**src/rtl/burst_addr_pkg.sv**
```systemverilog
package burst_addr_pkg;
  typedef enum logic {
    ORD_SEQUENTIAL  = 1'b0,
    ORD_INTERLEAVED = 1'b1
  } burst_order_e;
endpackage

```
**src/rtl/burst_strobe_merge.sv**
```systemverilog
module burst_strobe_merge #(
  parameter int N_STROBE = 2
) (
  input  logic [N_STROBE-1:0] strobe_i,
  output logic                load_o
);
  logic [N_STROBE:0] chain;
  assign chain[0] = 1'b0;
  for (genvar g = 0; g < N_STROBE; g++) begin : g_or
    assign chain[g+1] = chain[g] | strobe_i[g];
  end
  assign load_o = chain[N_STROBE];
endmodule

```
**src/rtl/burst_step_calc.sv**
```systemverilog
module burst_step_calc
  import burst_addr_pkg::*;
#(
  parameter int OFS_W = 2
) (
  input  logic [OFS_W-1:0] start_i,
  input  logic [OFS_W-1:0] beat_i,
  input  burst_order_e     order_i,
  output logic [OFS_W-1:0] addr_o
);
  logic [OFS_W-1:0] seq_addr;
  logic [OFS_W-1:0] ilv_addr;

  assign seq_addr = start_i + beat_i;
  assign ilv_addr = start_i ^ beat_i;

  always_comb begin
    case (order_i)
      ORD_INTERLEAVED: addr_o = ilv_addr;
      default:         addr_o = seq_addr;
    endcase
  end
endmodule

```
**src/rtl/burst_state_reg.sv**
```systemverilog
module burst_state_reg #(
  parameter int OFS_W = 2
) (
  input  logic             clk,
  input  logic             rst,
  input  logic             load_i,
  input  logic             step_i,
  input  logic [OFS_W-1:0] start_i,
  input  logic [OFS_W-1:0] addr_nxt_i,
  output logic [OFS_W-1:0] start_q_o,
  output logic [OFS_W-1:0] beat_q_o,
  output logic [OFS_W-1:0] beat_nxt_o,
  output logic [OFS_W-1:0] addr_q_o
);
  logic [OFS_W-1:0] start_q;
  logic [OFS_W-1:0] beat_q;
  logic [OFS_W-1:0] addr_q;

  assign beat_nxt_o = beat_q + OFS_W'(1);

  always_ff @(posedge clk) begin
    if (rst) begin
      start_q <= '0;
      beat_q  <= '0;
      addr_q  <= '0;
    end else if (load_i) begin
      start_q <= start_i;
      beat_q  <= '0;
      addr_q  <= start_i;
    end else if (step_i) begin
      beat_q  <= beat_nxt_o;
      addr_q  <= addr_nxt_i;
    end
  end

  assign start_q_o = start_q;
  assign beat_q_o  = beat_q;
  assign addr_q_o  = addr_q;
endmodule

```
**src/rtl/burst_addr_gen.sv**
```systemverilog
module burst_addr_gen
  import burst_addr_pkg::*;
#(
  parameter int OFS_W    = 2,
  parameter int N_STROBE = 2
) (
  input  logic                clk,
  input  logic                rst,
  input  logic [N_STROBE-1:0] strobe_i,
  input  logic [OFS_W-1:0]    start_i,
  input  logic                step_i,
  input  logic                interleave_i,
  output logic [OFS_W-1:0]    addr_lo_o,
  output logic [OFS_W-1:0]    beat_o
);
  logic             load;
  logic [OFS_W-1:0] start_q;
  logic [OFS_W-1:0] beat_q;
  logic [OFS_W-1:0] beat_nxt;
  logic [OFS_W-1:0] addr_nxt;
  logic [OFS_W-1:0] addr_q;
  burst_order_e     order;

  assign order = interleave_i ? ORD_INTERLEAVED : ORD_SEQUENTIAL;

  burst_strobe_merge #(.N_STROBE(N_STROBE)) u_merge (
    .strobe_i (strobe_i),
    .load_o   (load)
  );

  burst_step_calc #(.OFS_W(OFS_W)) u_calc (
    .start_i (start_q),
    .beat_i  (beat_nxt),
    .order_i (order),
    .addr_o  (addr_nxt)
  );

  burst_state_reg #(.OFS_W(OFS_W)) u_state (
    .clk        (clk),
    .rst        (rst),
    .load_i     (load),
    .step_i     (step_i),
    .start_i    (start_i),
    .addr_nxt_i (addr_nxt),
    .start_q_o  (start_q),
    .beat_q_o   (beat_q),
    .beat_nxt_o (beat_nxt),
    .addr_q_o   (addr_q)
  );

  assign addr_lo_o = addr_q;
  assign beat_o    = beat_q;
endmodule

```
**config.mk**
```make
export PLATFORM = sky130hd
export DESIGN_NAME = burst_addr_gen
export DESIGN_NICKNAME = d
export VERILOG_FILES = /design/src/rtl/burst_addr_pkg.sv /design/src/rtl/burst_strobe_merge.sv /design/src/rtl/burst_step_calc.sv /design/src/rtl/burst_state_reg.sv /design/src/rtl/burst_addr_gen.sv
export SDC_FILE = /design/constraint.sdc
export NUM_CORES = 1
export LEC_CHECK = 0
export ABC_AREA = 1
export CORE_AREA = 2 2 39 41
export DETAILED_ROUTE_END_ITERATION = 12
export DIE_AREA = 0 0 41 43
export RECOVER_POWER = 25
export SYNTH_ARGS = -nofsm -noshare
export SYNTH_HDL_FRONTEND = slang
export SYNTH_SLANG_ARGS = --single-unit
export TNS_END_PERCENT = 10
```
**constraint.sdc**
```tcl
create_clock -name clk -period 1.39 [get_ports clk]
set_clock_uncertainty 0.15 [all_clocks]
set_input_delay 0.3475 -clock clk [delete_from_list [all_inputs] [get_ports clk]]
set_output_delay 0.3475 -clock clk [all_outputs]
set_load 0.005 [all_outputs]
```
==> results.py, run 1 <==
metrics = {
    "final_layout": {
        "nets": 73,
        "diodes": 0,
        "final_cells": 78,
        "multiInputGateArea_um2": 181,
        "drive_gt1_share_pct": 25.8,
        "syn2layout_area_growth_pct": 57.9,
        "finish.utilization_pct": 36.3,
        "nFillCells": 159,
        "regArea_um2": 121,
    },
    "drt": {
        "viasPerCell": 4.22,
        "drc_errors": 0,
        "firstDrtPassIters": 2,
        "vias": 329,
        "drt_wl_total_um": 689,
        "drt-met1-wl_um": 308,
        "routedWlPerCell_um": 8.83,
        "met3WireLength_um": 46,
        "route.met2.wl_um": 334,
        "drt_iter0_markers": 1,
        "top_layer_used": "met3",
        "ant_nets": 0,
    },
    "sta": {
        "hold_viol_final": 0,
        "setup_viol": 0,
        "fin_crit_ps": 1310,
        "maxSlewViolCount": 0,
        "worst_pin_slew_ps": 205,
        "timing.fmax_mhz": 762,
        "rsz0062_at_grt": "false",
        "fin_crit_sh_pct": 94.4,
        "max-slew-margin-rel_pct": 86.3,
    },
    "global_routing": {
        "grt_overflow_total": 0,
        "grt_max_degree": 6,
        "antenna_found_initial": 0,
        "grt_pass1_vias": 277,
        "grt_use_total_pct": 9.25,
        "grt_pass1_wl_mm": 1.02,
    },
    "floorplanning": {
        "ios": 12,
        "dieArea_um2": 1760,
        "initial_utilization_pct": 23.0,
        "die_x_um": 41,
        "die_h_um": 43,
        "row_count": 14,
        "coreArea_um2": 1380,
    },
    "setup_path": {
        "cpLargestDelayFamily": "flip-flops",
        "required_ps": 890,
        "startpoint_type": "flip-flop",
        "crit_chain": "dlygate4sd2_1",
        "worstRegToRegCells": 9,
        "reg2reg_slack_ps": 90,
        "cp_max_fo": 2,
        "rr_endpoint": "u_state.addr_q_o[1]",
        "timing.rr.start": "u_state.beat_q_o[0]",
        "cp_data_arrival_time_ps": 810,
        "critical_path.endpoint_type": "output port",
        "crit_path_max_incr_delay_ps": 320,
        "slowest_stage": "dfxtp_2",
        "cp_num_buf_inv": 1,
        "crit_type": "reg2out",
    },
    "hold_path": {
        "hold_end": "u_state.addr_q_o[0]",
        "hold_path_depth": 2,
        "min_path_type": "reg2reg",
        "hold_start": "u_state.addr_q_o[0]",
    },
    "place": {
        "hpwlAfterDp_um": 531,
        "gp_congestion": 0.755,
        "dpl.cell_count": 75,
        "port_buffers": 11,
    },
    "logic_synthesis": {
        "seq_area_frac_synth_pct": 37.8,
        "synth.avg_cell_area_um2": 6.91,
        "synth-seq-cells": 6,
        "synthDistinctLibCells": 15,
        "synth_area_um2": 318,
        "yosys_warnings": 0,
        "syn_inst": 46,
        "synth_nets": 55,
    },
    "power": {
        "p_leak_nw": 0.238,
        "powerDensity_nw_per_um2": 853,
        "peakVddDrop_uv": 357,
        "power_w": 0.000428,
    },
    "clocking": {
        "ctsHoldBuffers": 0,
        "cts.root.buffer_cell": "clkbuf_4",
        "cts-buffers-inserted": 3,
        "clk_pin_slew_ps": 50,
        "clk_path_buf_depth": 2,
        "cts_sinks": 6,
        "clock_latency_ps": 250,
        "h-tree-depth": 1,
        "cts_tree": "built",
    },
    "status": {
        "status": "finished clean",
    },
    "run": {
        "cap_viol_max_count": 0,
    },
}
## where the power goes
| part | internal [W] | switching [W] | leakage, nW |
|---|---|---|---|
| Sequential | 0.000183 | 0.00000561 | 0.0497 |
| Combinational | 0.0000426 | 0.0000348 | 0.174 |
| Clock | 0.0000978 | 0.0000644 | 0.0138 |
| Total | 0.000323 | 0.000105 | 0.238 |
## synth_stat cells (all sizes together)
cell type,instances,area (um^2)
a21oi,2,10.0
dfxtp,6,120
ha,1,12.5
inv,9,33.8
nand2,12,52.6
nand3,7,35.0
nor2,5,28.8
nor3b,1,7.51
o21ai,2,10.0
o31ai,1,7.51
## per-stage QoR
stage	setup TNS (ps)	hold WS, ps	setup slack (ps)	area, um^2
floorplan	0	272	178	318
global placement	-475	291	-140	463
detailed placement	-516	294	-154	463
CTS	0	302	50.0	482
global route	0	363	7.84	502
finish	0	329	77.5	502
## flip-flops by register name (all words and copies together), names as in the netlist
register / flops
u_state.addr_q_o: 2
u_state.beat_q_o: 2
u_state.start_q_o: 2
## layout make-up
class	instances	share of cell area, %
timing repair buffer	13	23.9
clock buffer	3	4.49
tap	16	3.99
sequential	6	24.2
multi-input combinational	31	36.2
inverter	9	7.23
## what timing repair did
action,in CTS,in global routing
buffers inserted,0,0
resized for setup,5,4
pin swaps,0,1
setup endpoints to repair,4,1
## cells in the final DEF (no fill, tap or decap), drive strengths merged
master / synthesis / final
nand2: 12 / 12
nor3b: 1 / 1
inv: 9 / 9
o31ai: 1 / 1
nand3: 7 / 7
clkdlybuf4s50: 0 / 7
dlygate4sd2: 0 / 4
a21oi: 2 / 2
buf: 0 / 2
ha: 1 / 1
clkbuf: 0 / 3
dfxtp: 6 / 6
nor2: 5 / 5
o21ai: 2 / 2
## cells by family after synthesis
family	count (synthesis)	synth area share, %
buffers and inverters	9	10.6
AND/OR/NAND/NOR	25	39.0
adder cells (fa/ha/maj)	1	3.94
AO/OA/AOI/OAI	5	8.66
flip-flops	6	37.8
## how the worst max path moves through the flow
stage,from,to,slack (ps),cells past startpoint
after detailed placement,strobe_i[1],u_state.addr_q_o[1],-150,5
after global placement,strobe_i[1],u_state.addr_q_o[1],-140,5
after CTS,u_state.beat_q_o[0],u_state.addr_q_o[1],50,8
after floorplan,u_state.beat_q_o[0],u_state.addr_q_o[1],180,8
after global routing,u_state.beat_q_o[0],u_state.addr_q_o[1],8,9
final,u_state.addr_q_o[1],addr_lo_o[1],80,1
## metal layers
| metal | GRT usage, % | vias up |
|---|---|---|
| li1 | - | 178 |
| met1 | 10.6 | 145 |
| met2 | 11.9 | 6 |
| met3 | 6.28 | 0 |
| met4 | 6.00 | 0 |
| met5 | 0 | - |
Power figures use the tool's default switching activity.
==> run 2, diff against run 1 <==
- GPL_TIMING_DRIVEN: not set -> 0
==> results.py, run 2 (synthesis gave the netlist of run 1 again) <==
metrics = {
    "clocking": {
        "clk_pin_slew_ps": 40,
        "cts_tree": "built",
        "cts_sinks": 6,
        "clock_latency_ps": 250,
        "post_cts_buffers": 0,
        "ctsHoldBuffers": 0,
        "clk_path_buf_depth": 2,
        "cts.root.buffer_cell": "clkbuf_4",
        "cts-buffers-inserted": 3,
        "h-tree-depth": 1,
    },
    "final_layout": {
        "nets": 71,
        "layout_commonest_cell": "nand2_1",
        "most-common-layout-cells": "nand2_1 (10), nand3_1 (7), clkdlybuf4s50_1 (7)",
        "syn2layout_area_growth_pct": 46.9,
        "drive_gt1_share_pct": 18.3,
        "final_cells": 76,
        "diodes": 0,
        "design_area_um2": 467,
    },
    "sta": {
        "hold_viol_final": 0,
        "max-slew-margin-rel_pct": 85.1,
        "finalSetupTns_ps": 0,
        "fin_crit_ps": 1350,
        "fin_crit_sh_pct": 97.1,
        "timing.fmax_mhz": 741,
        "layout_setup_ws_ps": 40.6,
        "worst_pin_slew_ps": 222,
        "setup_viol": 0,
        "maxSlewViolCount": 0,
        "rsz0062_at_grt": "false",
    },
    "drt": {
        "routedWlPerCell_um": 8.75,
        "vias": 327,
        "viasPerCell": 4.30,
        "drc_errors": 0,
        "drt_wl_total_um": 665,
        "ant_nets": 0,
        "drt_iter0_markers": 6,
        "firstDrtPassIters": 4,
    },
    "place": {
        "gp_congestion": 0.693,
        "hpwlAfterDp_um": 503,
        "dpl.cell_count": 73,
        "dp_slack_ps": -147,
        "port_buffers": 11,
        "placed_area_um2": 448,
    },
    "floorplanning": {
        "ios": 12,
        "initial_utilization_pct": 23.0,
        "coreArea_um2": 1380,
        "die_h_um": 43,
        "die_x_um": 41,
        "row_count": 14,
        "dieArea_um2": 1760,
    },
    "setup_path": {
        "crit_path_max_incr_delay_ps": 350,
        "required_ps": 890,
        "critical_path.endpoint_type": "output port",
        "startpoint_type": "flip-flop",
        "worstRegToRegCells": 7,
        "cp_max_fo": 5,
        "crit_type": "reg2out",
        "crit_chain": "dlygate4sd2_1",
        "cpLargestDelayFamily": "flip-flops",
        "cp_num_buf_inv": 1,
        "crit_cells": 1,
        "slowest_stage": "dfxtp_4",
        "cp_data_arrival_time_ps": 850,
    },
    "global_routing": {
        "grt_busiest_layer": "met2",
        "grt_overflow_total": 0,
        "grt_max_degree": 6,
        "grt_use_total_pct": 9.56,
        "grtUsageMet2_pct": 11.9,
        "grt_pass1_wl_mm": 1.04,
        "antenna_found_initial": 0,
        "use_met3_pct": 6.28,
        "use_met1_pct": 10.7,
        "grt_pass1_vias": 272,
    },
    "power": {
        "power_w": 0.000417,
        "peakVddDrop_uv": 610,
        "powerDensity_nw_per_um2": 894,
        "p_leak_nw": 0.225,
    },
    "run": {
        "cap_viol_max_count": 0,
    },
    "status": {
        "status": "finished clean",
    },
    "hold_path": {
        "hold_path_depth": 2,
        "min_path_type": "reg2reg",
    },
}
run 2: cell types whose count changed in the layout (fill, tap and decap cells not counted), sizes merged:
cell  previous run  this run
buf              2         0
run 2: final timing paths:
path	startpoint	slack [ps]	end
worst max-delay path	u_state.beat_q_o[0]	40	beat_o[0]
worst min-delay path	u_state.start_q_o[0]	300	u_state.start_q_o[0]
worst max register to register	u_state.beat_q_o[0]	180	u_state.addr_q_o[1]
worst min register to register	u_state.start_q_o[0]	300	u_state.start_q_o[0]
run 2: area by class of cell:
| cell class | instances | area [um^2] |
|---|---|---|
| inverter | 9 | 33.8 |
| timing repair buffer | 11 | 105 |
| multi-input combinational | 31 | 161 |
| fill | 161 | 917 |
| clock buffer | 3 | 22.5 |
| sequential | 6 | 124 |
| tap | 16 | 20.0 |
run 2: report_power, final:
| part | internal (W) | total, W | switching (W) |
|---|---|---|---|
| logic | 0.0000370 | 0.0000679 | 0.0000309 |
| registers | 0.000181 | 0.000186 | 0.00000498 |
| clock network | 0.0000978 | 0.000163 | 0.0000656 |
| total | 0.000316 | 0.000417 | 0.000101 |
run 2: per-stage QoR:
step | utilization, % | hold slack (ps)
2_1_floorplan | - | 272
3_3_place_gp | 32.4 | 291
3_5_place_dp | 32.4 | 293
4_1_cts | 33.9 | 303
5_1_grt | 33.7 | 347
6_report | 33.7 | 302
run 2: metal layers:
layer	wire length, um	share of wire, %
met4	12	1.8
met2	311	47
met1	285	43
met5	0	0
met3	56	8.4
run 2: worst min-delay path: cells and delay by family (launching register included):
kind	cells	cell delay, ps
AND/OR/NAND/NOR	2	100
flip-flops	1	310
run 2: timing repair:
action / in CTS / in global routing
hold endpoints to repair: 0 / 0
setup endpoints to repair: 4 / 0
gates resized for setup: 6 / 0
